<file path="src/rtl/gpio_edge_pkg.sv">
package gpio_edge_pkg;

    localparam int DATA_W    = 8;
    localparam int CTRL_BITS = 6;

    // 2-bit edge selection held in the input-control register
    typedef enum logic [1:0] {
        EDGE_OFF  = 2'd0,
        EDGE_FALL = 2'd1,
        EDGE_RISE = 2'd2,
        EDGE_BOTH = 2'd3
    } edge_mode_e;

    // last settled level seen by the per-pin detector
    typedef enum logic {
        LVL_LOW  = 1'b0,
        LVL_HIGH = 1'b1
    } level_state_e;

    // output-control fields, bit 5 down to bit 0
    typedef struct packed {
        logic       dir_out;
        logic       push_pull;
        logic       pull_en;
        logic [1:0] pull_sel;
        logic       value;
    } out_ctrl_t;

endpackage

</file>
<file path="src/rtl/gpio_pin_edge.sv">
module gpio_pin_edge
    import gpio_edge_pkg::*;
(
    input  logic       clk,
    input  logic       rst_n,
    input  logic       pad_i,
    input  edge_mode_e mode_i,
    output logic       level_o,
    output logic       hit_o
);

    logic [1:0]   sync_q;
    level_state_e state_q;
    level_state_e state_d;
    logic         rise;
    logic         fall;

    // two-flop synchroniser
    always_ff @(posedge clk or negedge rst_n) begin
        if (!rst_n) sync_q <= 2'b00;
        else        sync_q <= {sync_q[0], pad_i};
    end

    assign level_o = sync_q[1];

    // state register
    always_ff @(posedge clk or negedge rst_n) begin
        if (!rst_n) state_q <= LVL_LOW;
        else        state_q <= state_d;
    end

    // next state
    always_comb begin
        state_d = state_q;
        unique case (state_q)
            LVL_LOW:  if (level_o)  state_d = LVL_HIGH;
            LVL_HIGH: if (!level_o) state_d = LVL_LOW;
        endcase
    end

    // outputs: transition type and mode filter
    always_comb begin
        rise = 1'b0;
        fall = 1'b0;
        unique case (state_q)
            LVL_LOW:  rise = level_o;
            LVL_HIGH: fall = !level_o;
        endcase
        hit_o = 1'b0;
        unique case (mode_i)
            EDGE_OFF:  hit_o = 1'b0;
            EDGE_FALL: hit_o = fall;
            EDGE_RISE: hit_o = rise;
            EDGE_BOTH: hit_o = rise | fall;
        endcase
    end

    // a reported edge must coincide with a change of the settled level
    assert_edge_needs_change_R5: assert property (@(posedge clk) disable iff (!rst_n)
        hit_o |-> !$stable(level_o));

endmodule

</file>
<file path="src/rtl/gpio_irq_group.sv">
module gpio_irq_group #(
    parameter int WIDTH = 7
) (
    input  logic             clk,
    input  logic             rst_n,
    input  logic [WIDTH-1:0] hit_i,
    input  logic             clr_we_i,
    input  logic             mask_we_i,
    input  logic [WIDTH-1:0] wdata_i,
    output logic [WIDTH-1:0] status_o,
    output logic [WIDTH-1:0] mask_o,
    output logic             irq_o
);

    logic [WIDTH-1:0] status_q;
    logic [WIDTH-1:0] mask_q;
    logic [WIDTH-1:0] clr_vec;

    assign clr_vec = clr_we_i ? wdata_i : '0;

    // sticky status: a new edge outranks a same-cycle clear
    always_ff @(posedge clk or negedge rst_n) begin
        if (!rst_n) status_q <= '0;
        else        status_q <= (status_q & ~clr_vec) | hit_i;
    end

    always_ff @(posedge clk or negedge rst_n) begin
        if (!rst_n)         mask_q <= '1;
        else if (mask_we_i) mask_q <= wdata_i;
    end

    assign status_o = status_q;
    assign mask_o   = mask_q;
    assign irq_o    = |(status_q & ~mask_q);

    for (genvar b = 0; b < WIDTH; b++) begin : g_bit_chk
        assert_set_by_edge_R5: assert property (@(posedge clk) disable iff (!rst_n)
            $rose(status_q[b]) |-> $past(hit_i[b]));
        assert_edge_wins_R8: assert property (@(posedge clk) disable iff (!rst_n)
            hit_i[b] |=> status_q[b]);
        assert_sticky_R7: assert property (@(posedge clk) disable iff (!rst_n)
            (status_q[b] && !(clr_we_i && wdata_i[b])) |=> status_q[b]);
    end

endmodule

</file>
<file path="src/rtl/gpio_edge_ctrl.sv">
module gpio_edge_ctrl
    import gpio_edge_pkg::*;
#(
    parameter int NUM_PINS    = 13,
    parameter int GROUP0_PINS = 7,
    parameter int ADDR_W      = 8,
    parameter int OUT_BASE    = 'h00,
    parameter int IN_BASE     = 'h10,
    parameter int IRQ_BASE    = 'h20
) (
    input  logic                clk,
    input  logic                rst_n,
    input  logic [ADDR_W-1:0]   bus_addr,
    input  logic                bus_wr_en,
    input  logic [DATA_W-1:0]   bus_wr_data,
    output logic [DATA_W-1:0]   bus_rd_data,
    input  logic [NUM_PINS-1:0] pad_in,
    output logic [NUM_PINS-1:0] pad_out,
    output logic [NUM_PINS-1:0] pad_oe,
    output logic                irq
);

    localparam int GROUP1_PINS = NUM_PINS - GROUP0_PINS;
    localparam logic [ADDR_W-1:0] STAT0_A = ADDR_W'(IRQ_BASE);
    localparam logic [ADDR_W-1:0] STAT1_A = ADDR_W'(IRQ_BASE + 1);
    localparam logic [ADDR_W-1:0] MASK0_A = ADDR_W'(IRQ_BASE + 2);
    localparam logic [ADDR_W-1:0] MASK1_A = ADDR_W'(IRQ_BASE + 3);

    out_ctrl_t  out_ctrl_q [NUM_PINS];
    edge_mode_e mode_q     [NUM_PINS];
    logic [NUM_PINS-1:0] level;
    logic [NUM_PINS-1:0] hit;

    logic [GROUP0_PINS-1:0] stat0, mask0;
    logic [GROUP1_PINS-1:0] stat1, mask1;
    logic irq0, irq1;
    logic unused_hi_bits;

    assign unused_hi_bits = ^bus_wr_data[DATA_W-1:CTRL_BITS];

    // per-pin control registers
    always_ff @(posedge clk or negedge rst_n) begin
        if (!rst_n) begin
            for (int p = 0; p < NUM_PINS; p++) begin
                out_ctrl_q[p] <= '0;
                mode_q[p]     <= EDGE_OFF;
            end
        end else if (bus_wr_en) begin
            for (int p = 0; p < NUM_PINS; p++) begin
                if (bus_addr == ADDR_W'(OUT_BASE + p))
                    out_ctrl_q[p] <= out_ctrl_t'(bus_wr_data[CTRL_BITS-1:0]);
                if (bus_addr == ADDR_W'(IN_BASE + p))
                    mode_q[p] <= edge_mode_e'(bus_wr_data[2:1]);
            end
        end
    end

    // per-pin synchroniser, detector and pad drive
    for (genvar p = 0; p < NUM_PINS; p++) begin : g_pin
        gpio_pin_edge u_edge (
            .clk     (clk),
            .rst_n   (rst_n),
            .pad_i   (pad_in[p]),
            .mode_i  (mode_q[p]),
            .level_o (level[p]),
            .hit_o   (hit[p])
        );

        assign pad_out[p] = out_ctrl_q[p].value;
        assign pad_oe[p]  = out_ctrl_q[p].dir_out &
                            (out_ctrl_q[p].push_pull | ~out_ctrl_q[p].value);

        assert_ctrl_write_R2: assert property (@(posedge clk) disable iff (!rst_n)
            (bus_wr_en && bus_addr == ADDR_W'(OUT_BASE + p))
            |=> out_ctrl_q[p] == $past(bus_wr_data[CTRL_BITS-1:0]));
        assert_mode_write_R4: assert property (@(posedge clk) disable iff (!rst_n)
            (bus_wr_en && bus_addr == ADDR_W'(IN_BASE + p))
            |=> mode_q[p] == $past(bus_wr_data[2:1]));
    end

    gpio_irq_group #(.WIDTH(GROUP0_PINS)) u_grp0 (
        .clk       (clk),
        .rst_n     (rst_n),
        .hit_i     (hit[GROUP0_PINS-1:0]),
        .clr_we_i  (bus_wr_en && bus_addr == STAT0_A),
        .mask_we_i (bus_wr_en && bus_addr == MASK0_A),
        .wdata_i   (bus_wr_data[GROUP0_PINS-1:0]),
        .status_o  (stat0),
        .mask_o    (mask0),
        .irq_o     (irq0)
    );

    gpio_irq_group #(.WIDTH(GROUP1_PINS)) u_grp1 (
        .clk       (clk),
        .rst_n     (rst_n),
        .hit_i     (hit[NUM_PINS-1:GROUP0_PINS]),
        .clr_we_i  (bus_wr_en && bus_addr == STAT1_A),
        .mask_we_i (bus_wr_en && bus_addr == MASK1_A),
        .wdata_i   (bus_wr_data[GROUP1_PINS-1:0]),
        .status_o  (stat1),
        .mask_o    (mask1),
        .irq_o     (irq1)
    );

    assign irq = irq0 | irq1;

    // read mux; unmapped addresses return zero
    always_comb begin
        bus_rd_data = '0;
        for (int p = 0; p < NUM_PINS; p++) begin
            if (bus_addr == ADDR_W'(OUT_BASE + p))
                bus_rd_data = {{(DATA_W-CTRL_BITS){1'b0}}, out_ctrl_q[p]};
            if (bus_addr == ADDR_W'(IN_BASE + p))
                bus_rd_data = {{(DATA_W-3){1'b0}}, mode_q[p], level[p]};
        end
        if (bus_addr == STAT0_A) bus_rd_data = DATA_W'(stat0);
        if (bus_addr == STAT1_A) bus_rd_data = DATA_W'(stat1);
        if (bus_addr == MASK0_A) bus_rd_data = DATA_W'(mask0);
        if (bus_addr == MASK1_A) bus_rd_data = DATA_W'(mask1);
    end

endmodule

</file>
<file path="config.mk">
export PLATFORM = sky130hd
export DESIGN_NAME = gpio_edge_ctrl
export DESIGN_NICKNAME = d
export VERILOG_FILES = /design/src/rtl/gpio_edge_pkg.sv /design/src/rtl/gpio_pin_edge.sv /design/src/rtl/gpio_irq_group.sv /design/src/rtl/gpio_edge_ctrl.sv
export SDC_FILE = /design/constraint.sdc
export NUM_CORES = 1
export LEC_CHECK = 0
export BUFFER_PORTS_ARGS = -buffer_cell sky130_fd_sc_hd__buf_4
export CORE_UTILIZATION = 42
export CTS_CLUSTER_DIAMETER = 100
export DETAILED_ROUTE_END_ITERATION = 10
export GPL_ROUTABILITY_DRIVEN = 0
export GPL_TIMING_DRIVEN = 0
export PLACE_DENSITY = 0.59
export RECOVER_POWER = 50
export SLEW_MARGIN = 40
export SYNTH_ARGS = -nofsm -noshare
export SYNTH_HDL_FRONTEND = slang
export SYNTH_SLANG_ARGS = --single-unit
export TNS_END_PERCENT = 30
</file>
<file path="constraint.sdc">
create_clock -name clk -period 3.7 [get_ports clk]
set_input_delay 0.185 -clock clk [delete_from_list [all_inputs] [get_ports clk]]
set_output_delay 0.185 -clock clk [all_outputs]
set_load 0.05 [all_outputs]
</file>
==> results.sh, run 1 <==
export IMPL_postRouteWirelength_mm=26.38
export IMPL_post_place_cells=1124
export IMPL_finalNonFillerCells=1171
export IMPL_worst_ep_arrival_time_ps=3240
export IMPL_synth_seq_area_share_pct=48.75
export IMPL_static_leakage_power_nw=4.727
export IMPL_cellPowerDensity_mw_per_mm2=435.2
export IMPL_most_area_consuming_cells_after_synthesis="sky130_fd_sc_hd__dfrtp_1 45%, sky130_fd_sc_hd__mux2_2 15%, sky130_fd_sc_hd__dfstp_2 3.9%"
export IMPL_synth_area_mux_share_pct=18.22
export IMPL_timing_slew_headroom_pct=-24.69
export IMPL_skew_ps=12.03
export IMPL_synth_enable_flop_cells=0
export IMPL_vias_per_cell=5.809
export IMPL_max_cap_viol_count=1
export IMPL_critPathMaxFanout=10
export IMPL_post_synth_most_frequent_cells="156 x sky130_fd_sc_hd__dfrtp_1, 118 x sky130_fd_sc_hd__mux2_2, 67 x sky130_fd_sc_hd__nand2_1, 63 x sky130_fd_sc_hd__inv_1, 45 x sky130_fd_sc_hd__nor2_1"
export IMPL_route_antenna_remaining_nets=0
export IMPL_worstPathCellList="clkbuf_1 > clkbuf_1 > buf_2 > buf_1 > nand3_1 > o21ai_1 > a2111oi_0 > o31ai_1 > buf_4"
export IMPL_ctsRootBufferMaster="sky130_fd_sc_hd__clkbuf_16"
export IMPL_setup_slack_ps=279.3
export IMPL_final_period_util_pct=92.45
export IMPL_final_util_pct=50.38
export IMPL_grt_pass1_vias=6792
export IMPL_number_of_optimization_iterations_in_the_first_detailed_route_pass=5
export IMPL_timing_fmax_mhz=292.3
export IMPL_die_h_um=146.0
export IMPL_numClockSinks=169
export IMPL_route_detailed_wl_per_inst_um=22.53
export IMPL_cts_buffers=17
export IMPL_cts_hold_buffers_added=15
export IMPL_max_slew_worst_pin_slew_ps=1870
export IMPL_status="complete, but fails checks"
export IMPL_ys_flop_type="sky130_fd_sc_hd__dfrtp_1"
export IMPL_post_route_cells_drive_above_1_share_pct=28.52
export IMPL_timing_final_hold_violations=0
export IMPL_layout_min_cycle_time_ps=3421
export IMPL_global_route_usage_total_pct=25.90
export IMPL_critical_path_max_stage_delay_ps=650
export IMPL_grt_remaining_overflow=0
export IMPL_initial_core_util_pct=42.90
export IMPL_synth_adder_area_share_pct=3.736
export IMPL_tritoncts="built"
export IMPL_synth_yosys_warnings=0
export IMPL_h_tree_depth=4
export IMPL_fillCellCount=1890
export IMPL_core_area_mm2=0.02030
export IMPL_gr_usage_met2_pct=38.23
export IMPL_synth_area_leader_cell="sky130_fd_sc_hd__dfrtp_1"
export IMPL_max_stage_delay_cell_worst_path="sky130_fd_sc_hd__clkbuf_1"
export IMPL_vias=6802
export IMPL_cts_reportedPaths_clkPinSlew_ps=70
export IMPL_use_met3_pct=5.862
export IMPL_detail_route_iter0_violations=698
export IMPL_placement_setup_worst_slack_ps=423.9
export IMPL_total_of_buffers_placed_on_input_and_output_ports=59
export IMPL_avgSynthCellArea_um2=10.98
export IMPL_clock_path_buffers=2
export IMPL_worst_skew_pair_late_latency_ps=440
export IMPL_drc=0
export IMPL_die_area_mm2=0.02131
export IMPL_synth_seq_cells=169
export IMPL_timing_final_setup_violations=0
export IMPL_grt_first_pass_wirelength_mm=41.19
export IMPL_grt_max_degree=69
export IMPL_synth_compound_gate_area_share_pct=13.19
export IMPL_chipWidth_um=146.0
export IMPL_whs_path_depth=2
export IMPL_layout_nets=946
export IMPL_required_ps=3510
export IMPL_violations="capacitance limit, slew limit"
export IMPL_global_route_usage_met1_pct=36.81
export IMPL_count_of_pins_on_the_block_boundary=67
export IMPL_post_cts_buffers=0
export IMPL_antenna_found_initial=0
export IMPL_rows=52
export IMPL_xor_xnor_portion_of_the_synthesized_cell_area_pct=0
export IMPL_synth_nets=851
export IMPL_globalRoute_busiestLayer="met2"
export IMPL_synthArstFlopShare_pct=100.0
export IMPL_area_growth_syn_to_layout_pct=17.43
export IMPL_post_synth_and_or_nand_nor_area_fraction_pct=10.04
export IMPL_yosys_cell_types_count=67
export IMPL_cts_resized=0
export IMPL_synthDominantCellAreaShare_pct=44.83
export IMPL_rsz0062_at_grt="no"
export IMPL_antenna_diodes=0
export IMPL_setup_worst_path_end_class="output port"
export IMPL_timing_max_transition_violations_final=37
export IMPL_post_synth_top_count_cell="sky130_fd_sc_hd__dfrtp_1"
export IMPL_worst_r2r_path_depth=3
export IMPL_ir_worst_vdd_v=0.0002552
export IMPL_synth_top_family_by_area="multiplexers"
export IMPL_worstSetupPathType="input port to output port"
export IMPL_cp_common_cell="sky130_fd_sc_hd__clkbuf_1"
export IMPL_setup_tns_ps=0
export IMPL_synthesis_area_mm2=0.008708
export IMPL_timing_hold_worst_class="input port to flop"
export IMPL_synth_cells=793
export IMPL_detailedPlacementHpwl_mm=19.17
export IMPL_worstSetupStartpointType="input port"
## cell type report
class                           count  area (um2)  area share, %
Sequential cell                   169        4245          41.51
Multi-Input combinational cell    502        3944          38.57
Timing Repair Buffer               76       604.3          5.910
Clock buffer                       23       478.0          4.674
Tap cell                          270       337.8          3.304
Buffer                             59       287.8          2.814
Inverter                           63       236.5          2.312
Clock inverter                      9       92.59         0.9054
## routing by layer
metal,up-vias,part of all wire (%)
met4,0,3.6
li1,3031,-
met1,3365,45
met5,-,0
met2,330,43
met3,76,8.5
## worst paths after layout
path	start	end	slack [ps]
worst max-delay path	bus_addr[1]	bus_rd_data[1]	280
worst min-delay path	bus_wr_data[5]	out_ctrl_q[11]	110
worst max register to register	g_pin[3].u_edge.sync_q[1]	u_grp0.status_o[3]	2360
worst min register to register	g_pin[10].u_edge.sync_q[0]	g_pin[10].u_edge.sync_q[1]	350
max in group asynchronous	rst_n	g_pin[3].u_edge.state_q	980
min in group asynchronous	rst_n	g_pin[9].u_edge.sync_q[0]	800
## cells by family after synthesis
logic type / Yosys count
multiplexers: 140
buffers and inverters: 122
AND/OR/NAND/NOR: 181
flip-flops: 169
AO/OA/AOI/OAI: 154
other: 1
adder cells (fa/ha/maj): 26
## cells in the final DEF, fill, tap and decap left out, types with 4 or more instances in the layout
cell	count
sky130_fd_sc_hd__and3_1	8
sky130_fd_sc_hd__o21ai_1	7
sky130_fd_sc_hd__nand2_1	67
sky130_fd_sc_hd__nor2_1	45
sky130_fd_sc_hd__clkbuf_16	17
sky130_fd_sc_hd__nor2b_1	6
sky130_fd_sc_hd__buf_2	8
sky130_fd_sc_hd__nand3_1	13
sky130_fd_sc_hd__a32oi_1	5
sky130_fd_sc_hd__clkbuf_4	15
sky130_fd_sc_hd__inv_1	63
sky130_fd_sc_hd__o2111ai_1	4
sky130_fd_sc_hd__clkinvlp_4	6
sky130_fd_sc_hd__mux2i_1	19
sky130_fd_sc_hd__a22o_1	7
sky130_fd_sc_hd__nand2b_1	6
sky130_fd_sc_hd__nor3_1	7
sky130_fd_sc_hd__dfstp_2	13
sky130_fd_sc_hd__a221oi_1	10
sky130_fd_sc_hd__mux2_2	118
sky130_fd_sc_hd__o22ai_1	14
sky130_fd_sc_hd__a22oi_1	13
sky130_fd_sc_hd__clkbuf_1	38
sky130_fd_sc_hd__buf_4	60
sky130_fd_sc_hd__o21ai_0	14
sky130_fd_sc_hd__a31oi_1	10
sky130_fd_sc_hd__ha_1	26
sky130_fd_sc_hd__dlygate4sd3_1	15
sky130_fd_sc_hd__nor4_1	4
sky130_fd_sc_hd__a221o_1	15
sky130_fd_sc_hd__or3_1	4
sky130_fd_sc_hd__dfrtp_1	156
sky130_fd_sc_hd__a21boi_0	13
sky130_fd_sc_hd__a21oi_1	10
## where the power goes
part	total (W)	internal (W)	switching, W
sequential	0.00214	0.00199	0.000144
clock	0.00175	0.000985	0.000769
combinational	0.000558	0.000230	0.000328
total	0.00445	0.00321	0.00124
## stage by stage
step | power, W | area [um2] | hold WS, ps
CTS | 0.004476 | 10280 | 102.0
finish | 0.004451 | 10230 | 109.2
global route | 0.004617 | 10230 | 109.1
floorplan | 0.002456 | 8708 | -110.6
detailed placement | 0.002715 | 9557 | 81.40
global placement | 0.002701 | 9489 | 294.5
## critical path: cells and delay by family
family,cells,cell delay (ps)
AOI/OAI and AO/OA,3,700
buffers and inverters,5,2180
and+or+nand+nor,1,160
## registers in the layout, indices dropped and copies added (netlist names), 7 cells and up
| register | cells |
|---|---|
| g_pin.u_edge.state_q | 13 |
| u_grp0.status_o | 7 |
| pad_out | 13 |
| mode_q | 26 |
| g_pin.u_edge.sync_q | 26 |
| u_grp0.mask_o | 7 |
| out_ctrl_q | 65 |
(Power assumes the default switching activity.)
==> run 2, diff against run 1 <==
CORE_ASPECT_RATIO = 0.75   (was unset)
==> run 2 against run 1 <==
Compared with the run above:
- the run still ends with capacitance limit, slew limit left
- wire length grew 1.2%
- die area barely moved
- sequential cell count unchanged
- global-route usage up 0.38 points
- utilization increased by 0.22 points
- clock power up 6%
- setup slack improved by 9.2 ps
- largest cell class unchanged
- largest power group unchanged
==> results.sh, run 2 (synthesis gave the netlist of run 1 again) <==
export IMPL_chipWidth_um=168.3
export IMPL_antenna_found_initial=1
export IMPL_timing_final_hold_violations=0
export IMPL_drc=0
export IMPL_whs_path_depth=2
export IMPL_postRouteWirelength_mm=26.71
export IMPL_detailedPlacementHpwl_mm=19.39
export IMPL_required_ps=3510
export IMPL_grt_remaining_overflow=0
export IMPL_status="complete, but fails checks"
export IMPL_dpl_cell_area_mm2=0.009542
export IMPL_numClockSinks=169
export IMPL_grt_pass1_vias=6625
export IMPL_power_share_clock_pct=40.6
export IMPL_rsz0062_at_grt="no"
export IMPL_timing_hold_worst_endpoint="out_ctrl_q[4]"
export IMPL_h_tree_depth=4
export IMPL_worstSetupPathType="input port to output port"
export IMPL_global_route_usage_total_pct=26.28
export IMPL_worstSetupStartpointType="input port"
export IMPL_ctsRootBufferMaster="sky130_fd_sc_hd__clkbuf_16"
export IMPL_vias_per_cell=5.895
export IMPL_timing_slew_headroom_pct=-32.63
export IMPL_reg2reg_slack_ps=2390
export IMPL_antenna_diodes=0
export IMPL_reg_top3="out_ctrl_q x65, g_pin.u_edge.sync_q x26, mode_q x26"
export IMPL_route_antenna_remaining_nets=0
export IMPL_post_route_cells_drive_above_1_share_pct=28.44
export IMPL_clock_path_buffers=2
export IMPL_switching_share_pct=27.77
export IMPL_timing_max_transition_violations_final=34
export IMPL_max_cap_viol_count=1
export IMPL_skew_ps=9.053
export IMPL_postLayoutCellArea_mm2=0.01025
export IMPL_timing_fmax_mhz=293.1
export IMPL_cts_buffers=17
export IMPL_violations="capacitance limit, slew limit"
export IMPL_final_period_util_pct=92.20
export IMPL_layout_cells_most_common_list="156 x sky130_fd_sc_hd__dfrtp_1, 118 x sky130_fd_sc_hd__mux2_2, 67 x sky130_fd_sc_hd__nand2_1, 63 x sky130_fd_sc_hd__inv_1, 60 x sky130_fd_sc_hd__buf_4"
export IMPL_share_comb_of_total_power_pct=12.4
export IMPL_timing_hold_worst_class="input port to flop"
export IMPL_setup_tns_ps=0
export IMPL_number_of_optimization_iterations_in_the_first_detailed_route_pass=5
export IMPL_timing_rr_end="u_grp0.status_o[1]"
export IMPL_timing_hold_worst_start="bus_wr_data[4]"
export IMPL_layout_min_cycle_time_ps=3412
export IMPL_route_detailed_wl_per_inst_um=23.06
export IMPL_largest_reg_flops=65
export IMPL_post_cts_buffers=0
export IMPL_cts_resized=0
export IMPL_core_area_mm2=0.02027
export IMPL_max_flop_register="out_ctrl_q"
export IMPL_worst_ep_arrival_time_ps=3230
export IMPL_total_of_buffers_placed_on_input_and_output_ports=59
export IMPL_grt_max_degree=73
export IMPL_rows=45
export IMPL_p_int_w=0.003307
export IMPL_die_area_mm2=0.02132
export IMPL_max_slew_worst_pin_slew_ps=1989
export IMPL_cellPowerDensity_mw_per_mm2=446.5
export IMPL_critical_path_reg2reg_startpoint="g_pin[1].u_edge.sync_q[1]"
export IMPL_detail_route_iter0_violations=731
export IMPL_critPathMaxFanout=10
export IMPL_seqPwrFrac_pct=47.1
export IMPL_die_h_um=126.7
export IMPL_static_leakage_power_nw=4.756
export IMPL_worst_skew_pair_late_latency_ps=450
export IMPL_setup_worst_path_end_class="output port"
export IMPL_initial_core_util_pct=42.96
export IMPL_tritoncts="built"
export IMPL_power_switching_w=0.001272
export IMPL_worst_r2r_path_depth=3
export IMPL_timing_final_setup_violations=0
export IMPL_ir_worst_vdd_v=0.0003145
export IMPL_cts_reportedPaths_clkPinSlew_ps=60
export IMPL_layout_nets=946
export IMPL_layout_cells_most_common="sky130_fd_sc_hd__dfrtp_1"
export IMPL_area_growth_syn_to_layout_pct=17.76
export IMPL_count_of_pins_on_the_block_boundary=67
export IMPL_grt_first_pass_wirelength_mm=40.89
export IMPL_vias=6826
[run 2: area by class of cell]
cell class	instances	area [um2]
Fill cell	1849	10010
Sequential cell	169	4245
Multi-Input combinational cell	502	3944
Timing Repair Buffer	76	624.3
Clock buffer	21	450.4
Tap cell	258	322.8
Buffer	59	287.8
Inverter	63	236.5
Clock inverter	10	143.9
[run 2: worst max path at each step]
stage / from / to / slack [ps]
after CTS: bus_addr[1] / bus_rd_data[0] / 400
after global placement: bus_addr[1] / bus_rd_data[0] / 410
final: bus_addr[1] / bus_rd_data[0] / 290
after global routing: bus_addr[1] / bus_rd_data[0] / 180
after floorplan: bus_addr[2] / bus_rd_data[1] / 730
after detailed placement: bus_addr[1] / bus_rd_data[0] / 400
[run 2: layer usage]
| metal | up-vias | share of wire, % | track usage [%] |
|---|---|---|---|
| li1 | 3028 | - | - |
| met1 | 3387 | 48 | 39.30 |
| met2 | 350 | 40 | 35.59 |
| met3 | 59 | 9.2 | 7.582 |
| met4 | 2 | 2.8 | 9.786 |
| met5 | - | 0.030 | 0 |
[run 2: what timing repair did]
action	in CTS	in global routing
endpoints found under the setup margin	0	0
endpoints found under the hold margin	163	0
hold buffers	15	0
[run 2: metrics by stage]
step	setup slack (ps)	hold slack, ps	util, %	cells	power [W]
4_1_cts	400.6	107.7	50.75	1158	0.004598
3_3_place_gp	406.2	294.8	46.74	1110	0.002714
5_1_grt	177.2	113.1	50.59	1158	0.004737
3_5_place_dp	403.8	77.10	47.07	1112	0.002732
6_report	288.5	117.0	50.59	1158	0.004579
2_1_floorplan	731.0	-110.6	-	793	0.002456
[run 2: critical path, cell delays in order]
cell                       delay [ps]
sky130_fd_sc_hd__clkbuf_1         310
sky130_fd_sc_hd__clkbuf_1         680
sky130_fd_sc_hd__buf_2            440
sky130_fd_sc_hd__buf_1            460
sky130_fd_sc_hd__o21ai_0          230
sky130_fd_sc_hd__o311ai_0         150
sky130_fd_sc_hd__o21ai_0          110
sky130_fd_sc_hd__o21ai_0          280
sky130_fd_sc_hd__a31oi_1          170
sky130_fd_sc_hd__buf_4            220
[run 2: power groups by stage]
stage	Combinational (W)	Sequential [W]	Clock, W
floorplan	0.000353	0.00210	0
global placement	0.000536	0.00218	0
detailed placement	0.000556	0.00218	0
CTS	0.000569	0.00215	0.00188
global route	0.000611	0.00217	0.00196
finish	0.000566	0.00216	0.00186
